**config.mk**
```make
export PLATFORM = sky130hd
export DESIGN_NAME = twi_eeprom16
export DESIGN_NICKNAME = d
export VERILOG_FILES = /design/src/rtl/eep_pkg.sv /design/src/rtl/eep_line_sampler.sv /design/src/rtl/eep_store.sv /design/src/rtl/eep_write_timer.sv /design/src/rtl/twi_eeprom16.sv
export SDC_FILE = /design/constraint.sdc
export NUM_CORES = 1
export LEC_CHECK = 0
export ABC_AREA = 1
export BUFFER_PORTS_ARGS = -buffer_cell sky130_fd_sc_hd__buf_2
export CORE_MARGIN = 5
export CORE_UTILIZATION = 50
export DETAILED_ROUTE_END_ITERATION = 8
export GPL_TIMING_DRIVEN = 0
export MAX_ROUTING_LAYER = met4
export PLACE_DENSITY = 0.76
export SKIP_LAST_GASP = 1
export SLEW_MARGIN = 20
export SYNTH_ARGS = -nofsm -noshare
export SYNTH_HDL_FRONTEND = slang
export SYNTH_SLANG_ARGS = --single-unit
```
**constraint.sdc**
```tcl
create_clock -name clk -period 4.5 [get_ports clk]
set_input_delay 0.225 -clock clk [delete_from_list [all_inputs] [get_ports clk]]
set_output_delay 0.225 -clock clk [all_outputs]
set_load 0.03 [all_outputs]
```
**src/rtl/eep_pkg.sv**
```systemverilog
package eep_pkg;

    typedef enum logic [3:0] {
        ST_IDLE,
        ST_CTRL,
        ST_CTRL_ACK,
        ST_ADDR,
        ST_ADDR_ACK,
        ST_DATA,
        ST_DATA_ACK,
        ST_TX,
        ST_TX_ACK,
        ST_TX_NEXT
    } eep_state_t;

    localparam int          BYTE_W   = 8;
    localparam logic [3:0]  DEV_CODE = 4'b1010;

endpackage

```
**src/rtl/eep_line_sampler.sv**
```systemverilog
module eep_line_sampler #(
    parameter int SYNC_STAGES = 2
) (
    input  logic clk,
    input  logic rst_n,
    input  logic scl_in,
    input  logic sda_in,
    output logic scl_s,
    output logic sda_s,
    output logic ev_rise,
    output logic ev_fall,
    output logic ev_start,
    output logic ev_stop
);

    logic [SYNC_STAGES-1:0] scl_sync;
    logic [SYNC_STAGES-1:0] sda_sync;
    logic                   scl_q;
    logic                   sda_q;

    always_ff @(posedge clk or negedge rst_n) begin
        if (!rst_n) begin
            scl_sync <= '1;
            sda_sync <= '1;
            scl_q    <= 1'b1;
            sda_q    <= 1'b1;
        end else begin
            scl_sync <= {scl_sync[SYNC_STAGES-2:0], scl_in};
            sda_sync <= {sda_sync[SYNC_STAGES-2:0], sda_in};
            scl_q    <= scl_sync[SYNC_STAGES-1];
            sda_q    <= sda_sync[SYNC_STAGES-1];
        end
    end

    assign scl_s    = scl_sync[SYNC_STAGES-1];
    assign sda_s    = sda_sync[SYNC_STAGES-1];
    assign ev_rise  =  scl_s && !scl_q;
    assign ev_fall  = !scl_s &&  scl_q;
    assign ev_start =  scl_s &&  scl_q &&  sda_q && !sda_s;
    assign ev_stop  =  scl_s &&  scl_q && !sda_q &&  sda_s;

endmodule

```
**src/rtl/eep_store.sv**
```systemverilog
module eep_store #(
    parameter int ADDR_BITS = 4,
    parameter int WIDTH     = 8
) (
    input  logic                 clk,
    input  logic                 rst_n,
    input  logic                 we,
    input  logic [ADDR_BITS-1:0] waddr,
    input  logic [WIDTH-1:0]     wdata,
    input  logic [ADDR_BITS-1:0] raddr,
    output logic [WIDTH-1:0]     rdata
);

    localparam int DEPTH = 1 << ADDR_BITS;

    logic [WIDTH-1:0] cells [DEPTH];

    always_ff @(posedge clk or negedge rst_n) begin
        if (!rst_n) begin
            for (int i = 0; i < DEPTH; i++) begin
                cells[i] <= '0;
            end
        end else if (we) begin
            cells[waddr] <= wdata;
        end
    end

    assign rdata = cells[raddr];

endmodule

```
**src/rtl/eep_write_timer.sv**
```systemverilog
module eep_write_timer #(
    parameter int CYCLES = 1000000
) (
    input  logic clk,
    input  logic rst_n,
    input  logic launch,
    output logic busy
);

    localparam int CNT_W = $clog2(CYCLES + 1);

    logic [CNT_W-1:0] remain;

    always_ff @(posedge clk or negedge rst_n) begin
        if (!rst_n) begin
            remain <= '0;
        end else if (launch) begin
            remain <= CNT_W'(CYCLES);
        end else if (remain != '0) begin
            remain <= remain - CNT_W'(1);
        end
    end

    assign busy = (remain != '0);

endmodule

```
**src/rtl/twi_eeprom16.sv**
```systemverilog
module twi_eeprom16 #(
    parameter int ADDR_BITS    = 4,
    parameter int WRITE_CYCLES = 1000000,
    parameter int SYNC_STAGES  = 2
) (
    input  logic clk,
    input  logic rst_n,
    input  logic scl_in,
    input  logic sda_in,
    input  logic wr_inhibit,
    output logic sda_pull,
    output logic busy
);
    import eep_pkg::*;

    localparam int CNT_W = $clog2(BYTE_W);

    logic scl_s, sda_s, ev_rise, ev_fall, ev_start, ev_stop;

    eep_state_t             state, state_nx;
    logic [CNT_W-1:0]       bit_cnt;
    logic [BYTE_W-1:0]      rx_sh;
    logic [BYTE_W-1:0]      tx_sh;
    logic [BYTE_W-1:0]      dbuf;
    logic                   dfull;
    logic                   rd_sel;
    logic [ADDR_BITS-1:0]   ptr;
    logic                   pull_q;

    logic [BYTE_W-1:0]      rx_byte;
    logic [BYTE_W-1:0]      rdata;
    logic                   last_bit;
    logic                   ctrl_hit;
    logic                   commit;
    logic                   store_we;

    eep_line_sampler #(.SYNC_STAGES(SYNC_STAGES)) u_lines (
        .clk      (clk),
        .rst_n    (rst_n),
        .scl_in   (scl_in),
        .sda_in   (sda_in),
        .scl_s    (scl_s),
        .sda_s    (sda_s),
        .ev_rise  (ev_rise),
        .ev_fall  (ev_fall),
        .ev_start (ev_start),
        .ev_stop  (ev_stop)
    );

    eep_store #(.ADDR_BITS(ADDR_BITS), .WIDTH(BYTE_W)) u_store (
        .clk   (clk),
        .rst_n (rst_n),
        .we    (store_we),
        .waddr (ptr),
        .wdata (dbuf),
        .raddr (ptr),
        .rdata (rdata)
    );

    eep_write_timer #(.CYCLES(WRITE_CYCLES)) u_timer (
        .clk    (clk),
        .rst_n  (rst_n),
        .launch (commit),
        .busy   (busy)
    );

    assign rx_byte  = {rx_sh[BYTE_W-2:0], sda_s};
    assign last_bit = (bit_cnt == CNT_W'(BYTE_W - 1));
    assign ctrl_hit = (rx_byte[7:4] == DEV_CODE) && !busy;
    // The Stop sequence itself produces one clock rise, so one counted bit
    // after a complete byte still means "no later byte begun".
    assign commit   = ev_stop && (state == ST_DATA) && dfull && (bit_cnt <= CNT_W'(1));
    assign store_we = commit && !wr_inhibit;
    assign sda_pull = pull_q;

    // next-state logic
    always_comb begin
        state_nx = state;
        if (ev_start) begin
            state_nx = ST_CTRL;
        end else if (ev_stop) begin
            state_nx = ST_IDLE;
        end else begin
            unique case (state)
                ST_IDLE:     state_nx = ST_IDLE;
                ST_CTRL:     if (ev_rise && last_bit) state_nx = ctrl_hit ? ST_CTRL_ACK : ST_IDLE;
                ST_CTRL_ACK: if (ev_fall && pull_q)   state_nx = rd_sel ? ST_TX : ST_ADDR;
                ST_ADDR:     if (ev_rise && last_bit) state_nx = ST_ADDR_ACK;
                ST_ADDR_ACK: if (ev_fall && pull_q)   state_nx = ST_DATA;
                ST_DATA:     if (ev_rise && last_bit) state_nx = ST_DATA_ACK;
                ST_DATA_ACK: if (ev_fall && pull_q)   state_nx = ST_DATA;
                ST_TX:       if (ev_rise && last_bit) state_nx = ST_TX_ACK;
                ST_TX_ACK:   if (ev_rise)             state_nx = sda_s ? ST_IDLE : ST_TX_NEXT;
                ST_TX_NEXT:  if (ev_fall)             state_nx = ST_TX;
                default:     state_nx = ST_IDLE;
            endcase
        end
    end

    // state register
    always_ff @(posedge clk or negedge rst_n) begin
        if (!rst_n) begin
            state <= ST_IDLE;
        end else begin
            state <= state_nx;
        end
    end

    // outputs and datapath
    always_ff @(posedge clk or negedge rst_n) begin
        if (!rst_n) begin
            bit_cnt <= '0;
            rx_sh   <= '0;
            tx_sh   <= '0;
            dbuf    <= '0;
            dfull   <= 1'b0;
            rd_sel  <= 1'b0;
            ptr     <= '0;
            pull_q  <= 1'b0;
        end else if (ev_start || ev_stop) begin
            bit_cnt <= '0;
            dfull   <= 1'b0;
            pull_q  <= 1'b0;
        end else begin
            unique case (state)
                ST_CTRL, ST_ADDR, ST_DATA: begin
                    if (ev_rise) begin
                        rx_sh   <= rx_byte;
                        bit_cnt <= bit_cnt + CNT_W'(1);
                        if (state == ST_DATA && bit_cnt == CNT_W'(1)) begin
                            dfull <= 1'b0;
                        end
                        if (last_bit) begin
                            if (state == ST_CTRL) rd_sel <= rx_byte[0];
                            if (state == ST_ADDR) ptr    <= rx_byte[ADDR_BITS-1:0];
                            if (state == ST_DATA) begin
                                dbuf  <= rx_byte;
                                dfull <= 1'b1;
                            end
                        end
                    end
                end
                ST_CTRL_ACK, ST_ADDR_ACK, ST_DATA_ACK: begin
                    if (ev_fall) begin
                        if (!pull_q) begin
                            pull_q <= 1'b1;
                        end else begin
                            bit_cnt <= '0;
                            if (state == ST_CTRL_ACK && rd_sel) begin
                                tx_sh  <= rdata;
                                pull_q <= ~rdata[BYTE_W-1];
                            end else begin
                                pull_q <= 1'b0;
                            end
                        end
                    end
                end
                ST_TX: begin
                    if (ev_rise) begin
                        bit_cnt <= bit_cnt + CNT_W'(1);
                        if (last_bit) ptr <= ptr + ADDR_BITS'(1);
                    end else if (ev_fall) begin
                        tx_sh  <= {tx_sh[BYTE_W-2:0], 1'b0};
                        pull_q <= ~tx_sh[BYTE_W-2];
                    end
                end
                ST_TX_ACK: begin
                    if (ev_fall) pull_q <= 1'b0;
                end
                ST_TX_NEXT: begin
                    if (ev_fall) begin
                        bit_cnt <= '0;
                        tx_sh   <= rdata;
                        pull_q  <= ~rdata[BYTE_W-1];
                    end
                end
                default: begin
                    pull_q <= 1'b0;
                end
            endcase
        end
    end

endmodule

```
==> out/results.tsv <==
metric	value	unit
muxShareOfSynthArea	0	%
yosysWarnings	0	
p_switching	0.7577	mW
drt_iter0_drc	965	
cp_max_fo	11	
final_layout_size_suffix_gt1_share	7.143	%
place_inst	1616	
drcViolationCount	0	
ys_seq_area_share	48.49	%
grt_usage	25.79	%
peakVddDrop	0.0002530	V
worstMarginPinSlew	885.4	ps
place_ws	1682	ps
fmax	329.9	MHz
synthCells	1343	
intPower	2.579	mW
antenna_found_initial	0	
core_region_area	19400	um2
cp.required	4880	ps
arrival	3410	ps
nNetsFinal	1387	
insertion_delay	440	ps
setup-violations-final	0	
dr.pass1.iters	5	
syn-num-nets	1357	
fillers	1846	
cts-root-buf	clkbuf_16	
cts_buffers	17	
wl	26610	um
grt_first_pass_wirelength	43990	um
fin_area	10870	um2
hpwlAfterDp	18530	um
die_h	150.1	um
io_pins	7	
cts_max_path_buffers	2	
status	complete, no violations	
h-tree-depth	4	
placed_area	10250	um2
ys_async_sr_fraction	100.0	%
syn_area	9821	um2
clock-sinks	190	
final.period_utilization	67.35	%
power_frac_comb	2.0	%
power_density	307.0	nW/um2
rows	51	
setup_tns	0	ps
via_count	8692	
maxCapViolCount	0	
slew_headroom	40.98	%
syn_avg_cell_area	7.312	um2
port_buffers	6	
num_antenna_cells	0	
power.share.clock	46.3	%
worstSetupPathType	reg2reg	
whs	279.0	ps
regArea	4762	um2
fin_crit	3031	ps
clkTransAtPathRegs	70	ps
grt.overflow.total	0	
hp-class	in2async	
die_area	22540	um2
grt_pass1_vias	8371	
route.antenna.remaining_nets	0	
clock_skew	11.80	ps
total_power	3.337	mW
synth-compound-area-share	6.587	%
place_congestion	0.9679	
synthFlopType	dfrtp_1	
start_kind	flop	
syn_to_final_growth	10.69	%
multiInputGateArea	4355	um2
leakagePower	5.995	nW
stdcell_count	1651	
synthSimpleGateAreaFrac	35.55	%
rsz0062_at_grt	no	
mostFrequentLayoutCell	nand2_1	
grt_max_degree	79	
layout_setup_ws	1469	ps
cts_tree	built	
synth_adder_area_share	1.147	%
synth_seq_cells	190	
utilization	56.04	%
pwr-share-seq	51.6	%
post_drt_wl_per_cell	16.12	um
slew_viol_final	0	
endpoint_kind	flop	
synth_top_family_by_area	simple AND/OR/NAND/NOR gates	
start_util	50.63	%
fp.dieW	150.1	um
finalHoldViolCount	0	
avgViaCountPerCell	5.265	
synth-edff-count	0	
swShare	22.71	%
yosysUniqueCellTypes	37	
synth-xor-area-share	1.070	%
final_cell_mix	nand2_1, dfrtp_1, inv_1	
==> synth_stat cells (2+ instances only) <==
| master | number | area [um2] |
|---|---|---|
| clkbuf_1 | 36 | 135.1 |
| nor3_1 | 7 | 35.03 |
| nand2_2 | 13 | 81.33 |
| nand2_1 | 590 | 2215 |
| o21ai_0 | 87 | 435.4 |
| nor3_2 | 7 | 70.07 |
| o211ai_1 | 6 | 45.04 |
| a21oi_1 | 16 | 80.08 |
| dfrtp_1 | 184 | 4604 |
| nor2_2 | 4 | 25.02 |
| nor2_1 | 104 | 390.4 |
| ha_1 | 9 | 112.6 |
| nor2_4 | 6 | 67.56 |
| nor2_8 | 2 | 40.04 |
| buf_2 | 5 | 25.02 |
| xnor2_1 | 3 | 26.28 |
| a22oi_1 | 2 | 15.01 |
| o22ai_1 | 7 | 43.79 |
| dfstp_2 | 6 | 157.7 |
| xor2_1 | 9 | 78.83 |
| nor3_4 | 5 | 81.33 |
| nand2_4 | 3 | 33.78 |
| nand4_1 | 9 | 56.30 |
| inv_2 | 5 | 18.77 |
| inv_1 | 132 | 495.5 |
| nand3_1 | 75 | 375.4 |
==> registers in the layout (all words and copies together) (netlist names) <==
register / count
dbuf: 8
u_timer.remain: 20
ptr: 4
sda_pull: 1
bit_cnt: 3
u_lines.scl_sync: 2
u_lines.sda_q: 1
u_store.cells: 128
tx_sh: 7
u_lines.sda_sync: 2
state: 4
dfull: 1
u_lines.scl_q: 1
rx_sh: 7
rd_sel: 1
==> layout make-up <==
type	instances	area share, %
inverter	139	4.823
timing repair buffer	11	1.151
sequential	190	43.81
multi-input combinational	971	40.07
buffer	43	1.646
clock inverter	13	1.381
clock buffer	19	4.075
tap	265	3.050
==> cells by family after synthesis <==
group | Yosys count
and+or+nand+nor | 828
DFF | 190
buffers and inverters | 182
AOI/OAI and AO/OA | 122
xor gates and xnor gates | 12
adders and majority gates | 9
==> per-layer routing <==
metal / vias up / GRT usage (%) / routed length, um
li1: 4214 / - / -
met1: 4082 / 35.68 / 11940
met2: 336 / 38.05 / 11850
met3: 60 / 4.154 / 1835
met4: 0 / 10.75 / 975
met5: - / - / 0
==> what timing repair did <==
action                    in CTS  in global routing
hold buffers                   3                  0
hold endpoints to repair      49                  0
gates resized for setup        0                  0
setup buffers                  0                  0
==> worst paths after layout <==
path	start	endpoint	slack, ps	cells past startpoint
max in group asynchronous	rst_n	u_lines.scl_sync[1]	3160	4
max reg2reg	ptr[1]	u_store.cells[80]	1470	8
min	rst_n	u_store.cells[28]	280	2
max	ptr[1]	u_store.cells[80]	1470	8
min reg2reg	u_lines.sda_sync[0]	u_lines.sda_sync[1]	360	0
min in group clk	u_lines.sda_sync[0]	u_lines.sda_sync[1]	360	0
==> power by group through the flow <==
stage | clock network, mW | registers [mW] | logic (mW)
after global placement | 0 | 1.76 | 0.0606
after detailed placement | 0 | 1.76 | 0.0690
final | 1.55 | 1.72 | 0.0682
after global routing | 1.65 | 1.72 | 0.0801
after floorplan | 0 | 1.75 | 0.0192
after CTS | 1.56 | 1.72 | 0.0711
==> worst max-delay path, stage by stage, from the launching register on <==
cell and delay, ps:
dfrtp_1 430, inv_1 100, clkbuf_1 410, clkbuf_1 600, ha_1 310, inv_1 170
nor3_2 720, nand2_1 120, nand2_1 100
Power figures use the tool's default switching activity.
